[src/rtl/nvc_pkg.sv]
package nvc_pkg;

  typedef enum logic [3:0] {
    ST_RCL_WAIT  = 4'd0,   // power-up recall pending
    ST_IDLE      = 4'd1,
    ST_PULL      = 4'd2,   // trying to drive the busy line low
    ST_HOLDOFF   = 4'd3,   // grace window for SRAM cycles in flight
    ST_LOCKOUT   = 4'd4,   // wait for busy line high
    ST_ERASE     = 4'd5,
    ST_PROG      = 4'd6,
    ST_ST_SETTLE = 4'd7,   // store: wait out the minimum length
    ST_CLEAR     = 4'd8,
    ST_COPY      = 4'd9,
    ST_RC_SETTLE = 4'd10   // recall: wait out the minimum length
  } nvc_state_e;

endpackage

[src/rtl/nvc_rst_sync.sv]
module nvc_rst_sync (
  input  logic clk,
  input  logic rst_n,
  output logic rst_sync_n
);

  logic meta_q, sync_q;

  always_ff @(posedge clk or negedge rst_n) begin
    if (!rst_n) begin
      meta_q <= 1'b0;
      sync_q <= 1'b0;
    end else begin
      meta_q <= 1'b1;
      sync_q <= meta_q;
    end
  end

  assign rst_sync_n = sync_q;

endmodule

[src/rtl/nvc_mode_latch.sv]
module nvc_mode_latch (
  input  logic clk,
  input  logic rst_n,
  input  logic mode_i,
  output logic auto_o
);

  logic loaded_q, loaded_d;
  logic mode_q, mode_d;

  always_comb begin
    loaded_d = 1'b1;
    mode_d   = loaded_q ? mode_q : mode_i;
  end

  always_ff @(posedge clk or negedge rst_n) begin
    if (!rst_n) begin
      loaded_q <= 1'b0;
      mode_q   <= 1'b0;
    end else begin
      loaded_q <= loaded_d;
      mode_q   <= mode_d;
    end
  end

  assign auto_o = mode_q;

endmodule

[src/rtl/nvc_cycle_timer.sv]
module nvc_cycle_timer #(
  parameter int unsigned W = 8
) (
  input  logic         clk,
  input  logic         rst_n,
  input  logic         load_i,
  input  logic [W-1:0] load_val_i,
  output logic         expired_o
);

  logic [W-1:0] cnt_q, cnt_d;

  always_comb begin
    cnt_d = cnt_q;
    if (load_i)
      cnt_d = load_val_i;
    else if (cnt_q != '0)
      cnt_d = cnt_q - 1'b1;
  end

  always_ff @(posedge clk or negedge rst_n) begin
    if (!rst_n) cnt_q <= '0;
    else        cnt_q <= cnt_d;
  end

  assign expired_o = (cnt_q == '0);

endmodule

[src/rtl/nvc_written_flag.sv]
module nvc_written_flag (
  input  logic clk,
  input  logic rst_n,
  input  logic set_i,
  input  logic clr_i,
  output logic flag_o
);

  logic flag_q, flag_d;

  always_comb begin
    flag_d = flag_q;
    if (clr_i)      flag_d = 1'b0;
    else if (set_i) flag_d = 1'b1;
  end

  always_ff @(posedge clk or negedge rst_n) begin
    if (!rst_n) flag_q <= 1'b0;
    else        flag_q <= flag_d;
  end

  assign flag_o = flag_q;

endmodule

[src/rtl/nv_cycle_ctrl.sv]
module nv_cycle_ctrl #(
  parameter int unsigned STORE_CYC   = 1000000,
  parameter int unsigned SW_RCL_CYC  = 2000,
  parameter int unsigned PWR_RCL_CYC = 55000,
  parameter int unsigned HOLD_CYC    = 100,
  parameter int unsigned ABORT_CYC   = 2000
) (
  input  logic clk,
  input  logic rst_n,
  input  logic auto_mode_i,
  input  logic below_switch_i,
  input  logic below_reset_i,
  input  logic busy_line_i,
  output logic busy_pull_o,
  input  logic wr_req_i,
  input  logic sw_store_i,
  input  logic sw_recall_i,
  output logic sram_inhibit_o,
  output logic out_disable_o,
  output logic erase_go_o,
  input  logic erase_done_i,
  output logic prog_go_o,
  input  logic prog_done_i,
  output logic clr_go_o,
  input  logic clr_done_i,
  output logic copy_go_o,
  input  logic copy_done_i
);

  import nvc_pkg::*;

  localparam int unsigned RCL_MAX  = (PWR_RCL_CYC > SW_RCL_CYC) ? PWR_RCL_CYC : SW_RCL_CYC;
  localparam int unsigned LONG_MAX = (STORE_CYC > RCL_MAX) ? STORE_CYC : RCL_MAX;
  localparam int unsigned WIN_MAX  = (ABORT_CYC > HOLD_CYC) ? ABORT_CYC : HOLD_CYC;
  localparam int unsigned CYC_W    = $clog2(LONG_MAX + 1);
  localparam int unsigned WIN_W    = $clog2(WIN_MAX + 1);

  localparam logic [CYC_W-1:0] STORE_V = CYC_W'(STORE_CYC - 1);
  localparam logic [CYC_W-1:0] SWR_V   = CYC_W'(SW_RCL_CYC - 1);
  localparam logic [CYC_W-1:0] PWR_V   = CYC_W'(PWR_RCL_CYC - 1);
  localparam logic [WIN_W-1:0] HOLD_V  = WIN_W'(HOLD_CYC - 1);
  localparam logic [WIN_W-1:0] ABORT_V = WIN_W'(ABORT_CYC - 1);

  logic       rst_sync_n;
  logic       auto_q;
  logic       written;
  nvc_state_e state_q, state_d;
  logic       sw_prev_q, sw_prev_d;
  logic       switch_rise;
  logic       cyc_load, cyc_exp, win_load, win_exp;
  logic [CYC_W-1:0] cyc_val;
  logic [WIN_W-1:0] win_val;
  logic       wr_accept, nv_done;
  logic [3:0] go_q, go_d;   // {copy, clr, prog, erase}

  nvc_rst_sync u_rst_sync (
    .clk        (clk),
    .rst_n      (rst_n),
    .rst_sync_n (rst_sync_n)
  );

  nvc_mode_latch u_mode (
    .clk    (clk),
    .rst_n  (rst_sync_n),
    .mode_i (auto_mode_i),
    .auto_o (auto_q)
  );

  nvc_cycle_timer #(.W(CYC_W)) u_cyc_tmr (
    .clk        (clk),
    .rst_n      (rst_sync_n),
    .load_i     (cyc_load),
    .load_val_i (cyc_val),
    .expired_o  (cyc_exp)
  );

  nvc_cycle_timer #(.W(WIN_W)) u_win_tmr (
    .clk        (clk),
    .rst_n      (rst_sync_n),
    .load_i     (win_load),
    .load_val_i (win_val),
    .expired_o  (win_exp)
  );

  nvc_written_flag u_wflag (
    .clk    (clk),
    .rst_n  (rst_sync_n),
    .set_i  (wr_accept),
    .clr_i  (nv_done),
    .flag_o (written)
  );

  // Supply edge detection: only a fresh fall through the switch level triggers.
  assign sw_prev_d   = below_switch_i;
  assign switch_rise = below_switch_i & ~sw_prev_q;

  // Next-state logic
  always_comb begin
    state_d = state_q;
    if (below_reset_i) begin
      state_d = ST_RCL_WAIT;
    end else begin
      unique case (state_q)
        ST_RCL_WAIT:  if (!below_switch_i) state_d = ST_CLEAR;
        ST_IDLE: begin
          if (!busy_line_i)                        state_d = written ? ST_HOLDOFF : ST_LOCKOUT;
          else if (auto_q && switch_rise && written) state_d = ST_PULL;
          else if (sw_store_i)                     state_d = ST_ERASE;
          else if (sw_recall_i)                    state_d = ST_CLEAR;
        end
        ST_PULL: begin
          if (!busy_line_i)  state_d = ST_HOLDOFF;
          else if (win_exp)  state_d = ST_IDLE;
        end
        ST_HOLDOFF:   if (win_exp)      state_d = ST_ERASE;
        ST_LOCKOUT:   if (busy_line_i)  state_d = ST_IDLE;
        ST_ERASE:     if (erase_done_i) state_d = ST_PROG;
        ST_PROG:      if (prog_done_i)  state_d = ST_ST_SETTLE;
        ST_ST_SETTLE: if (cyc_exp)      state_d = ST_LOCKOUT;
        ST_CLEAR:     if (clr_done_i)   state_d = ST_COPY;
        ST_COPY:      if (copy_done_i)  state_d = ST_RC_SETTLE;
        ST_RC_SETTLE: if (cyc_exp)      state_d = ST_IDLE;
        default:                        state_d = ST_RCL_WAIT;
      endcase
    end
  end

  // Timer loads on entry to the timed states
  always_comb begin
    cyc_load = ((state_d == ST_ERASE) && (state_q != ST_ERASE)) ||
               ((state_d == ST_CLEAR) && (state_q != ST_CLEAR));
    if (state_d == ST_ERASE)          cyc_val = STORE_V;
    else if (state_q == ST_RCL_WAIT)  cyc_val = PWR_V;
    else                              cyc_val = SWR_V;

    win_load = ((state_d == ST_PULL)    && (state_q != ST_PULL)) ||
               ((state_d == ST_HOLDOFF) && (state_q != ST_HOLDOFF));
    win_val  = (state_d == ST_PULL) ? ABORT_V : HOLD_V;
  end

  // Step start pulses, registered so each appears in the first cycle of its step
  always_comb begin
    go_d[0] = (state_d == ST_ERASE) && (state_q != ST_ERASE);
    go_d[1] = (state_d == ST_PROG)  && (state_q != ST_PROG);
    go_d[2] = (state_d == ST_CLEAR) && (state_q != ST_CLEAR);
    go_d[3] = (state_d == ST_COPY)  && (state_q != ST_COPY);
  end

  // Written-flag control
  always_comb begin
    wr_accept = wr_req_i & ~sram_inhibit_o;
    nv_done   = ((state_q == ST_ST_SETTLE) && (state_d == ST_LOCKOUT)) ||
                ((state_q == ST_RC_SETTLE) && (state_d == ST_IDLE));
  end

  always_ff @(posedge clk or negedge rst_sync_n) begin
    if (!rst_sync_n) begin
      state_q   <= ST_RCL_WAIT;
      sw_prev_q <= 1'b0;
      go_q      <= '0;
    end else begin
      state_q   <= state_d;
      sw_prev_q <= sw_prev_d;
      go_q      <= go_d;
    end
  end

  // Outputs
  always_comb begin
    out_disable_o  = !((state_q == ST_IDLE) || (state_q == ST_PULL) || (state_q == ST_HOLDOFF));
    sram_inhibit_o = out_disable_o || below_switch_i || (state_q == ST_HOLDOFF) || !busy_line_i;
    busy_pull_o    = (state_q == ST_PULL) || (state_q == ST_HOLDOFF) || (state_q == ST_ERASE) ||
                     (state_q == ST_PROG) || (state_q == ST_ST_SETTLE);
  end

  assign erase_go_o = go_q[0];
  assign prog_go_o  = go_q[1];
  assign clr_go_o   = go_q[2];
  assign copy_go_o  = go_q[3];

endmodule

[config.mk]
export PLATFORM = sky130hd
export DESIGN_NAME = nv_cycle_ctrl
export DESIGN_NICKNAME = d
export VERILOG_FILES = /design/src/rtl/nvc_pkg.sv /design/src/rtl/nvc_rst_sync.sv /design/src/rtl/nvc_mode_latch.sv /design/src/rtl/nvc_cycle_timer.sv /design/src/rtl/nvc_written_flag.sv /design/src/rtl/nv_cycle_ctrl.sv
export SDC_FILE = /design/constraint.sdc
export NUM_CORES = 1
export LEC_CHECK = 0
export ABC_AREA = 1
export CORE_MARGIN = 2
export CORE_UTILIZATION = 28
export CTS_BUF_LIST = sky130_fd_sc_hd__clkbuf_4 sky130_fd_sc_hd__clkbuf_8
export DETAILED_ROUTE_END_ITERATION = 6
export SYNTH_ARGS = -nofsm -noshare
export SYNTH_HDL_FRONTEND = slang
export SYNTH_HIERARCHICAL = 1
export SYNTH_SLANG_ARGS = --single-unit
[constraint.sdc]
create_clock -name clk -period 2.06 [get_ports clk]
set_input_delay 0.206 -clock clk [delete_from_list [all_inputs] [get_ports clk]]
set_output_delay 0.206 -clock clk [all_outputs]
set_load 0.05 [all_outputs]
## Word level (Yosys, flattened, before mapping)

Index checks and enable logic that the tools add are counted.

| word-level totals | value |
|---|---|
| register bits | 45 |
| bits in latches | 0 |
| memory bits (writable) | 0 |
| bits in read-only memories | 0 |
| input port bits | 13 |
| output and inout port bits | 7 |
| logic and storage cells | 99 |
| memories | 0 |

| operators by class | value |
|---|---|
| add/sub/neg operators | 2 |
| multipliers | 0 |
| div/mod/pow operators | 0 |
| magnitude comparators | 0 |
| eq/ne operators | 24 |
| shifts and indexed selects | 0 |
| multiplexer cells | 27 |
| bitwise gates (word level) | 4 |
| reduce and logical (&&, ||, !) cells | 32 |

Operator list:

| cell | count |
|---|---|
| $mux W4 | 16 |
| $mux W20 | 3 |
| $pmux W4 S11 | 1 |
| $mux W11 | 3 |
| $eq A4 B3 Y1 const B | 7 |
| $eq A4 B4 Y1 const B | 5 |
| $logic_not A20 Y1 | 1 |
| $reduce_bool A20 Y1 | 1 |
| $sub A20 B1 Y20 const B | 1 |
| $eq A4 B2 Y1 const B | 4 |
| $mux W16 | 1 |
| $logic_or A1 B1 Y1 | 12 |
| $logic_not A11 Y1 | 1 |
| $reduce_bool A11 Y1 | 1 |
| $sub A11 B1 Y11 const B | 1 |
| $logic_and A1 B1 Y1 | 10 |
| $eq A4 B1 Y1 const B | 2 |
| $ne A4 B2 Y1 const B | 2 |
| $ne A4 B3 Y1 const B | 2 |
| $ne A4 B4 Y1 const B | 2 |
| $reduce_bool A2 Y1 | 3 |
| $logic_not A4 Y1 | 1 |
| $mux W3 | 1 |
| $and A1 B1 Y1 | 2 |
| 3 further kinds | 6 |

## Logic depth before layout (Yosys ltp)

Gate-level depths: netlist of the first run.

| depth | value |
|---|---|
| depth after elaboration | 12 |
| mapped depth | 22 |
| gate-level depth less buffers | 21 |

## Modules after synthesis

Netlist of the first run, hierarchy kept.

Modules (own cells, without submodules):

| module | times used | cells an instance | area an instance (sq um) | seq. area each (sq um) |
|---|---|---|---|---|
| nvc_cycle_timer at u_cyc_tmr | 1 | 209 | 1390.1 | 500.5 |
| nv_cycle_ctrl | 1 | 158 | 903.4 | 225.2 |
| nvc_cycle_timer at u_win_tmr | 1 | 109 | 754.5 | 275.3 |
| nvc_mode_latch | 1 | 7 | 68.8 | 50.0 |
| nvc_rst_sync | 1 | 3 | 53.8 | 50.0 |
| nvc_written_flag | 1 | 3 | 32.5 | 25.0 |

## Worst setup path after synthesis of the first run

No wires, ideal clock.

| timing path | value |
|---|---|
| kind | register -> register |
| start point | register u_win_tmr.cnt_q[0] |
| end point | register u_cyc_tmr.cnt_q[3] |
| library setup time | 0.117 ns |
| data arrival time | 2.687 ns |
| data required time | 1.943 ns |
| setup slack | -0.744 ns |
| stages on the path, launching flop included | 20 |
| buffers on the path | 2 |
| clock period less this slack | 2.804 ns |
| path through | dfrtp_1 inv_1 ha_1 inv_1 nor2_2 nand3_1 nor4_1 o21ai_0 nand2_1 nand2_1 nor2_1 nand3_2 nand2_4 nand4_1 nand2_1 clkbuf_1 clkbuf_1 nor2_1 nand2_1 nand2_1 |

| on the way | value |
|---|---|
| cells in the longest elaborated chain, start to end | 9 |
| elaborated cells between the ends (all ways) | 14 |
| classes of those cells | eq/ne (2); mux (7); reduce/logical (5) |

RTL lines:

| element | line | RTL |
|---|---|---|
| start: declaration | nvc_cycle_timer.sv:11 | `logic [W-1:0] cnt_q, cnt_d;` |
| start signal: assignment | nvc_cycle_timer.sv:23 | `else cnt_q <= cnt_d;` |
| $logic_not A11 Y1 * | nvc_cycle_timer.sv:26 | `assign expired_o = (cnt_q == '0);` |
| via win_exp | nv_cycle_ctrl.sv:50 | `logic cyc_load, cyc_exp, win_load, win_exp;` |
| $mux W4 | nv_cycle_ctrl.sv:113 | `else if (win_exp) state_d = ST_IDLE;` |
| $mux W4 | nv_cycle_ctrl.sv:112 | `if (!busy_line_i) state_d = ST_HOLDOFF;` |
| $pmux W4 S11 * | nv_cycle_ctrl.sv:103 | `unique case (state_q)` |
| $mux W4 * | nv_cycle_ctrl.sv:100 | `if (below_reset_i) begin` |
| $eq A4 B3 Y1 / $eq A4 B4 Y1 (equally long branches) | nv_cycle_ctrl.sv:130, nv_cycle_ctrl.sv:131 |  |
| $logic_and A1 B1 Y1 (on tied branches) | nv_cycle_ctrl.sv:130, nv_cycle_ctrl.sv:131 |  |
| $logic_or A1 B1 Y1 * | nv_cycle_ctrl.sv:130 | `cyc_load = ((state_d == ST_ERASE) && (state_q != ST_ERASE)) \|\|` |
| via cyc_load | nv_cycle_ctrl.sv:50 |  |
| $mux W20 / $reduce_bool A2 Y1 (equally long branches) | - |  |
| end signal: assignment | nvc_cycle_timer.sv:23 |  |
| end: declaration | nvc_cycle_timer.sv:11 |  |

The timed path passes the listed nets; every way through them passes the cells marked *.
A chain may end at the register's enable or synchronous reset.

## Final worst setup path of the first run

| timing path | value |
|---|---|
| start point | register u_win_tmr.cnt_q[0] |
| end point | register u_cyc_tmr.cnt_q[18] |

The elaborated chain is that of the path after synthesis.

==> impl_metrics.toml, run 1 <==
[synth]
synth_top_area_share_pct = 35.2
yosys_warnings = 6
synth_area_leaders = "dfrtp_1 35%, nand2_1 20%, nor2_1 6.4%"
syn_area_sq_um = 3200
syn_avg_cell_area_sq_um = 6.55
ys_types = 32
synth_most_common_cell = "nand2_1"
ys.flop_type = "dfrtp_1"
synth_common_cells = "168 x nand2_1, 55 x nor2_1, 54 x inv_1"
synth_edf_count = 0
yosysSeqAreaShare_pct = 35.2
synth_cells = 489
ys_ff_latch = 45
synthArstFlopShare_pct = 100
yosys.area.top_type = "dfrtp_1"

[setup_path]
cp-start-kind = "register"
critical_path_class = "reg2reg"
setup.worst_path.end_class = "register"
cp_cell_sequence = "inv_2 > ha_4 > inv_4 > nor2_4 > nand3_4 > nor4_4 > nand3b_1 > nand2_1 > nor2_2 > nand3_2 > nand2_4 > nand4_1 > nand2_2 > inv_4 > nand2_4 > inv_6 > nand2_1 > nand2_1"
critPathMaxFanout = 9
rr_worst_depth = 18
crit_slowest_cell = "dfrtp_1"
crit_required_ns = 2.25
cp.depth = 18
cp_data_arrival_time_ns = 2.73
cp_slowest_stage_delay_ns = 0.41
crit_family = "simple AND/OR/NAND/NOR gates"
critPathBufInv = 4
critPathMostFrequentCell = "nand2_1"

[route]
drt_iter0_markers = 179
via_per_inst = 4.52
num_vias = 3553
drc = 0
wl_per_cell_um = 11.9
ant_nets = 0
dr.pass1.iters = 4
wirelength_um = 9340

[global_routing]
grt-ovfl-total = 0
grt_max_degree = 23
track_usage_pct = 15.7
grt_pass1_wl_um = 16200
antenna_found_initial = 0
grt_pass1_vias = 3646

[job]
drv_cap = 0

[layout]
area_growth_pct = 55.6
nNetsFinal = 658
diodes = 0
stdcell_count = 786
layout-drive-gt1-share_pct = 39.5

[sta]
skew_ns = 0.00548
worst_pin_slew_ns = 0.521
period_share_pct = 123
max_freq_mhz = 394
slew_viol_final = 0
setup_slack_ns = -0.477
hold_viol = 0
finalSetupViolCount = 38
relSlewSlack_pct = 65.3
rsz0062_at_grt = "true"
post-route-min-period_ns = 2.54
tns_ns = -14.21

[clock_network]
clk_latency_ns = 0.30
cts.clk_slew.worst_paths_ns = 0.09
postCtsHoldBufs = 0
cts.htree.levels = 2
cts_tree = "done"
clock-sinks = 45
cts_max_path_buffers = 2
numCtsBuffers = 5
root_buffer = "clkbuf_8"

[placed_design]
place.gp.congestion = 0.894
placed_cells = 754
io_buffers = 19
place_hpwl_um = 6850

[floorplanning]
initial_core_util_pct = 28.4
dieArea_sq_um = 12300
rows = 39
die_w_um = 111
die_h_um = 111
coreArea_sq_um = 11300
ios = 20

[worst_hold_path]
hold_path.class = "in2async"

[power_and_ir_drop]
peakVddDrop_mv = 0.627
p_leak_nw = 2.55
p_per_area_nw_per_um2 = 991

[outcome]
failed_checks = "negative setup slack"
outcome = "finished, violations left"
kinds of logic after synthesis:
group	share of synthesized area (%)
other cells	0.469
buf+inv	9.06
flops	35.2
compound gates	5.39
xor+xnor	1.37
fa+ha+maj	1.17
simple gates	47.4
per-stage QoR:
stage          utilization [%]  area (sq um)  setup slack, ns  hold WS (ns)  power, mW
2_1_floorplan                -          3310           -0.305       -0.0896       2.83
3_3_place_gp              39.0          4400           -0.512         0.266       3.83
3_5_place_dp              39.0          4400           -0.561         0.262       3.91
4_1_cts                   42.6          4800           -0.419        0.0432       4.80
5_1_grt                   44.2          4980           -0.710        0.0443       5.37
6_report                  44.2          4980           -0.477        0.0579       4.94
worst paths after layout:
kind | start | end | slack, ns
max | u_win_tmr/cnt_q[0] | u_cyc_tmr/cnt_q[18] | -0.48
min | rst_n | u_rst_sync/meta_q | 0.06
max reg2reg | u_win_tmr/cnt_q[0] | u_cyc_tmr/cnt_q[18] | -0.48
min reg2reg | u_rst_sync/rst_sync_n | go_q[0] | 0.25
max in group asynchronous | u_rst_sync/rst_sync_n | go_q[3] | 1.32
min in group clk | u_rst_sync/meta_q | u_rst_sync/rst_sync_n | 0.36
layout make-up:
type | count | area (sq um)
repair buffers | 144 | 1210
fillers | 1066 | 6290
well taps | 143 | 179
clock buffers | 7 | 96.3
clock inverters | 1 | 5.00
flip-flops and latches | 45 | 1130
inverters | 69 | 282
multi-input cells | 377 | 2090
power by group:
part | internal (mW) | switching, mW | leakage, nW
Sequential | 1.17 | 0.213 | 0.561
Clock | 0.304 | 0.307 | 0.0542
Combinational | 1.43 | 1.51 | 1.94
Total | 2.91 | 2.03 | 2.55
cells in the final DEF, fill, tap and decap left out, types with 2 or more instances in the layout:
master,netlist,layout
nand3b_1,6,6
a21oi_2,0,3
dfrtp_1,45,44
inv_2,14,20
clkbuf_8,0,7
buf_6,0,16
buf_4,1,110
nand3_2,5,9
or2_2,4,3
nor3_1,3,2
clkdlybuf4s50_1,0,16
nor4_4,0,2
o21ai_1,10,17
nand2_4,2,5
o21ai_0,14,6
nor2_4,8,12
conb_1,4,12
nor2_1,55,45
nand2_2,7,20
inv_4,1,4
nor2_2,17,23
nand3_4,1,6
xnor2_1,2,2
inv_1,54,43
nand3_1,33,24
xor2_1,3,3
o21ai_2,2,2
nand2_1,168,152
buf_12,0,2
ha_4,0,2
nand4_1,13,13
what timing repair did:
action | in CTS | in global routing
pin swaps | 28 | 34
setup endpoints to repair | 38 | 38
buffers inserted | 19 | 6
cloned | 1 | 0
gates resized for setup | 51 | 39
state kept, by name (all words and copies together) (netlist names):
name / count
go_q: 4
sw_prev_q: 1
state_q: 4
u_mode/loaded_q: 1
u_rst_sync/meta_q: 1
u_win_tmr/cnt_q: 11
u_rst_sync/rst_sync_n: 1
u_mode/auto_o: 1
u_wflag/flag_o: 1
u_cyc_tmr/cnt_q: 20
layer usage:
metal,vias to the layer above,share of wire (%),global-route usage (%)
met2,69,51,27.9
met4,0,1.4,4.42
met1,1646,44,19.9
met3,16,3.8,2.19
li1,1822,-,-
met5,-,0,0
Note: power is estimated with default switching activity, not from simulation.
==> inputs of run 2 (changes only) <==
--- a/config.mk
+++ b/config.mk
@@ -6,10 +6,12 @@
 export NUM_CORES = 1
 export LEC_CHECK = 0
 export ABC_AREA = 1
+export CAP_MARGIN = 0
 export CORE_MARGIN = 2
 export CORE_UTILIZATION = 28
 export CTS_BUF_LIST = sky130_fd_sc_hd__clkbuf_4 sky130_fd_sc_hd__clkbuf_8
 export DETAILED_ROUTE_END_ITERATION = 6
+export GPL_ROUTABILITY_DRIVEN = 0
 export SYNTH_ARGS = -nofsm -noshare
 export SYNTH_HDL_FRONTEND = slang
 export SYNTH_HIERARCHICAL = 1
==> results of run 2 <==
Same layout as run 1: the final DEF is identical, and so are final timing and power.
